<file path="src/rtl/prio_slot_resolver.sv">
module prio_slot_resolver #(
  parameter int NSRC  = 40,
  parameter int NSLOT = 40
) (
  input  logic [NSRC-1:0]     act_i,
  input  logic [NSRC-1:0]     fiq_route_i,
  input  logic [NSLOT*32-1:0] slots_i,
  output logic [31:0]         status_o
);
  localparam int IDW  = 6;
  localparam int SPAN = 1 << IDW;
  localparam logic [IDW:0]   LIMIT = (IDW+1)'(NSRC);
  localparam logic [IDW-1:0] NONE  = '1;

  logic [SPAN-1:0] act_x, route_x;
  assign act_x   = SPAN'(act_i);
  assign route_x = SPAN'(fiq_route_i);

  logic [IDW-1:0] slot_id [NSLOT];
  logic [NSLOT-1:0] hit_irq, hit_fiq;

  for (genvar s = 0; s < NSLOT; s++) begin : g_slot
    logic ok, unused_mid;
    assign slot_id[s]  = slots_i[s*32 +: IDW];
    assign ok          = slots_i[s*32+31] && ({1'b0, slot_id[s]} < LIMIT);
    assign hit_irq[s]  = ok && act_x[slot_id[s]] && !route_x[slot_id[s]];
    assign hit_fiq[s]  = ok && act_x[slot_id[s]] &&  route_x[slot_id[s]];
    assign unused_mid  = ^slots_i[s*32+IDW +: 31-IDW];
  end

  logic           irq_v, fiq_v;
  logic [IDW-1:0] irq_id, fiq_id;

  always_comb begin
    irq_v = 1'b0; irq_id = NONE;
    fiq_v = 1'b0; fiq_id = NONE;
    for (int s = NSLOT-1; s >= 0; s--) begin
      if (hit_irq[s]) begin irq_v = 1'b1; irq_id = slot_id[s]; end
      if (hit_fiq[s]) begin fiq_v = 1'b1; fiq_id = slot_id[s]; end
    end
  end

  assign status_o = {irq_v, 9'b0, irq_id, fiq_v, 9'b0, fiq_id};
endmodule


</file>
<file path="config.mk">
export PLATFORM = sky130hd
export DESIGN_NAME = prio_slot_resolver
export DESIGN_NICKNAME = d
export VERILOG_FILES = /design/src/rtl/prio_slot_resolver.sv
export SDC_FILE = /design/constraint.sdc
export NUM_CORES = 2
export LEC_CHECK = 0
export BUFFER_PORTS_ARGS = -buffer_cell sky130_fd_sc_hd__buf_4
export CORE_AREA = 5 5 542 544
export DETAILED_ROUTE_END_ITERATION = 16
export DIE_AREA = 0 0 547 549
export PLACE_DENSITY = 0.3
export SLEW_MARGIN = 20
export SYNTH_ARGS = -nofsm -noshare
export SYNTH_HDL_FRONTEND = slang
export SYNTH_SLANG_ARGS = --single-unit
</file>
<file path="constraint.sdc">
create_clock -name vclk -period 4.8
set_clock_uncertainty 0.1 [all_clocks]
set_input_delay 0.24 -clock vclk [all_inputs]
set_output_delay 0.24 -clock vclk [all_outputs]
set_load 0.02 [all_outputs]
</file>
* Yosys cells after proc, flatten, opt, wreduce, memory -nomap -nowiden
Cells that the tools add are included.
Word-level totals: RAM bits 0, word-level logic and storage cells 600, register bits after elaboration 0, input port bits 1360, memories 0, ROM bits 0, output and inout bits 32, bits in latches 0
Cells by class: divide/modulo/power cells 0, equal/unequal tests 0, bitwise gates (word level) 0, order comparisons 80, shift-type cells 0, reductions and logical operators 200, $mul 0, add/subtract/negate cells 0, mux-type cells 320
Operators by type and width (number):
- $bmux W1 S6 | 80
- $mux W6 | 80
- $lt A6 B7 Y1 const B | 40
- $lt A6 B6 Y1 const B | 40
- $logic_and A1 B1 Y1 | 160
- $mux W1 | 160
- $logic_not A1 Y1 | 40

* Depth between registers and ports, before layout
depth in word-level cells 44, depth in mapped cells 16, gate-level depth less buffers 11

* Worst setup path before layout
Ideal clock, no wire load.
kind input to output, start point input port slots_i[832], end point output port status_o[16], stages on the path 12, required time 4.460 ns, arrival time 3.689 ns, path buffers 2, setup slack 0.771 ns, cell sequence clkbuf_1 -> mux4_2 -> mux2_2 -> and3_1 -> a311oi_1 -> nor2b_1 -> clkbuf_1 -> or4_1 -> a211o_1 -> o21ai_1 -> a21oi_1 -> o31ai_1
On the way: cells in the longest elaborated chain, start to end 31, elaborated cells on any way between the ends 36, those cells by class order compare: 1; mux: 31; reduce/logical: 4
RTL lines:
- from (decl) | RTL line 7 | input logic [NSLOT*32-1:0] slots_i,
- $bmux W1 S6 or $lt A6 B6 Y1 (tied branches) | RTL line 26, 25
- $mux W1 (implied by the code) or $logic_and A1 B1 Y1 (tied branches) | RTL line 26, 25
- $logic_and A1 B1 Y1 or $logic_not A1 Y1 (tied branches) | RTL line 26 | assign hit_irq[s] = ok && act_x[slot_id[s]] && !route_x[slot_id[s]];
- $logic_and A1 B1 Y1 | RTL line 26
- $mux W6 (*) (27 in a row) | RTL line 38 | if (hit_irq[s]) begin irq_v = 1'b1; irq_id = slot_id[s]; end
- to (decl) | RTL line 8 | output logic [31:0] status_o
Mark *: on every way between the ends. The rest lies on a longest branch, timed or not. The select of a mux whose other input is x is not followed.

* Final worst setup path
start point input port act_i[18], end point output port status_o[16]
On the way: cells in the longest elaborated chain, start to end 44, elaborated cells on any way between the ends 200, those cells by class mux: 120; reduce/logical: 80
RTL lines:
- from (decl) | RTL line 5 | input logic [NSRC-1:0] act_i,
- $bmux W1 S6 | RTL line 26
- $mux W1 (implied by the code) | RTL line 26
- $logic_and A1 B1 Y1 (2 in a row) | RTL line 26
- $mux W6 (39 in a row) | RTL line 38
- $mux W6 (*) | RTL line 38
Marked as above.

==> results.sh <==
export IMPL_status="finished with violations"
export IMPL_violations="setup timing"
export IMPL_start_util=0.119
export IMPL_pin_count=1392
export IMPL_synth_cell_types=94
export IMPL_timing_final_ws_setup_ns=-0.0369
export IMPL_fin_crit_sh=1.01
export IMPL_drive_above_1_share=0.598
export IMPL_die_area_um2=300000
export IMPL_layout_common_cells="buf_4 (1,214), mux4_2 (811), mux2i_1 (246)"
export IMPL_syn_avg_cell_area_um2=9.96
export IMPL_final_area_um2=51900
export IMPL_grt_usage=0.211
export IMPL_hold_path_class="in -> out"
export IMPL_final_core_util=0.180
export IMPL_num_clock_buffers=0
export IMPL_crit_chain="buf_6 -> buf_4 -> mux4_2 -> mux4_2 -> and2_4 -> o311ai_2 -> buf_4 -> buf_4 -> nor2_2 -> buf_4 -> nand3b_1 -> o21ai_0 -> a211o_1 -> o21ai_4 -> buf_6 -> a21oi_4 -> o31ai_4 -> buf_4 -> buf_6"
export IMPL_grt_overflow_total=0
export IMPL_num_fill_cells=31947
export IMPL_finalSetupViolations=2
export IMPL_fp_dieW_um=547
export IMPL_final_common_cell="buf_4"
export IMPL_num_rows=198
export IMPL_worstHoldPathCells=5
export IMPL_max_stage_delay_ns=0.56
export IMPL_synth_area_um2=34500
export IMPL_crit_top_cell="buf_4"
export IMPL_max_slew_margin=0.500
export IMPL_io_buffer_count=374
export IMPL_drc=0
export IMPL_critPathTopFamily="compound AO/OA/AOI/OAI gates"
export IMPL_fmax_ghz=0.207
export IMPL_ir_drop_uv=84.5
export IMPL_rsz0062_at_grt="yes"
export IMPL_start_kind="input pin"
export IMPL_hpwl_mm=267
export IMPL_synth_warnings=0
export IMPL_grt_first_pass_wirelength_mm=428
export IMPL_cap_violations=0
export IMPL_first_iter_violations=5315
export IMPL_fin_crit_ns=4.84
export IMPL_antenna_left=0
export IMPL_vias_per_cell=5.09
export IMPL_path_buf_inv=8
export IMPL_place_area_um2=49200
export IMPL_cp_slowest_cell="mux4_2"
export IMPL_area_growth_pct=50.7
export IMPL_holdWs_ns=1.09
export IMPL_p_leak_uw=0.0193
export IMPL_fin_tns_setup_ns=-0.0627
export IMPL_crit_fanout=14
export IMPL_routedWlPerCell_um=40.8
export IMPL_setup_worst_path_end_class="primary output"
export IMPL_gp_congestion=0.947
export IMPL_grt_max_degree=25
export IMPL_firstDrtPassIters=8
export IMPL_min_to="status_o[5]"
export IMPL_p_per_area_nw_per_um2=147
export IMPL_criticalPathCategory="in -> out"
export IMPL_grt_antenna_before_repair=82
export IMPL_cp_arrival_ns=4.50
export IMPL_min_from="slots_i[5]"
export IMPL_maxSlewViolCount=0
export IMPL_seq_cells=0
export IMPL_grt_pass1_vias=40620
export IMPL_netlist_instances=3463
export IMPL_hold_viol=0
export IMPL_seq_area_um2=0
export IMPL_die_h_um=549
export IMPL_worst_pin_slew_ns=0.745
export IMPL_core_area_um2=289000
export IMPL_required_ns=4.46
export IMPL_synth_seq_area_share=0
export IMPL_finalNetCount=5692
export IMPL_wl_mm=333
export IMPL_vias=41545
-- cell families after synthesis --
family          share of synthesized area
buf+inv                            0.0935
compound gates                      0.144
mux                                 0.633
simple gates                        0.129
other cells                      0.000109
-- how the worst max path moves through the flow --
stage | cells past startpoint | endpoint | slack [ns] | startpoint
3_5_place_dp | 20 | status_o[16] | -1.03 | fiq_route_i[10]
2_1_floorplan | 12 | status_o[16] | 0.77 | slots_i[832]
6_report | 19 | status_o[16] | -0.04 | act_i[18]
4_1_cts | 17 | status_o[16] | -0.03 | fiq_route_i[10]
3_3_place_gp | 20 | status_o[16] | -1.48 | fiq_route_i[10]
5_1_grt | 19 | status_o[16] | -0.07 | act_i[23]
-- metrics by stage --
stage / worst slack, ns / cells / total power [µW]
6_report: -0.0369 / 8161 / 7610
5_1_grt: -0.0743 / 8136 / 7790
4_1_cts: -0.0266 / 8085 / 7340
3_5_place_dp: -1.03 / 8051 / 7030
3_3_place_gp: -1.48 / 8051 / 7050
2_1_floorplan: 0.771 / 3480 / 3210
-- worst min-delay path: cells and delay by family --
family	cells	cell delay [ns]
AND/OR/NAND/NOR	1	0.11
AO/OA/AOI/OAI	1	0.11
buffers and inverters	3	0.49
-- power by group --
part | leakage, µW | internal (µW) | total (µW) | switching [µW]
Clock | 0.000000198 | 0.000437 | 0.000437 | 0
Combinational | 0.0193 | 3390 | 7610 | 4230
Sequential | 0 | 0 | 0 | 0
-- metal layers --
layer / wire, µm / global-route usage / up-vias
li1: - / - / 15989
met4: 17900 / 0.0877 / 44
met3: 29000 / 0.0523 / 563
met5: 267 / 0 / -
met1: 135000 / 0.270 / 22129
met2: 151000 / 0.338 / 2820
-- Yosys cell counts (36+ instances only) --
master,number,area [µm²]
mux4_2,811,18300
nor3_1,54,270
mux2i_1,263,2630
buf_1,38,143
nand2b_1,37,231
buf_2,120,601
o21ai_0,82,410
clkbuf_1,456,1710
nand3_1,112,561
inv_1,108,405
a21oi_1,89,445
a221oi_1,36,315
a22oi_1,50,375
nand2_1,214,803
nor2b_1,70,438
nor2_1,171,642
mux2_2,64,721
-- cell type report --
cell class | count | area (µm²) | area share
inverters | 120 | 450 | 0.00867
well taps | 3800 | 4750 | 0.0915
diodes | 31 | 77.6 | 0.00149
repair buffers | 1502 | 14200 | 0.274
multi-input cells | 2708 | 32400 | 0.624
-- repair_timing --
item,in CTS,in global routing
buffers inserted,33,46
pin swaps,39,68
endpoints found under the setup margin,14,14
resized for setup,222,184
cloned,4,3
hold buffers,0,0
Power figures use the tool's default switching activity.
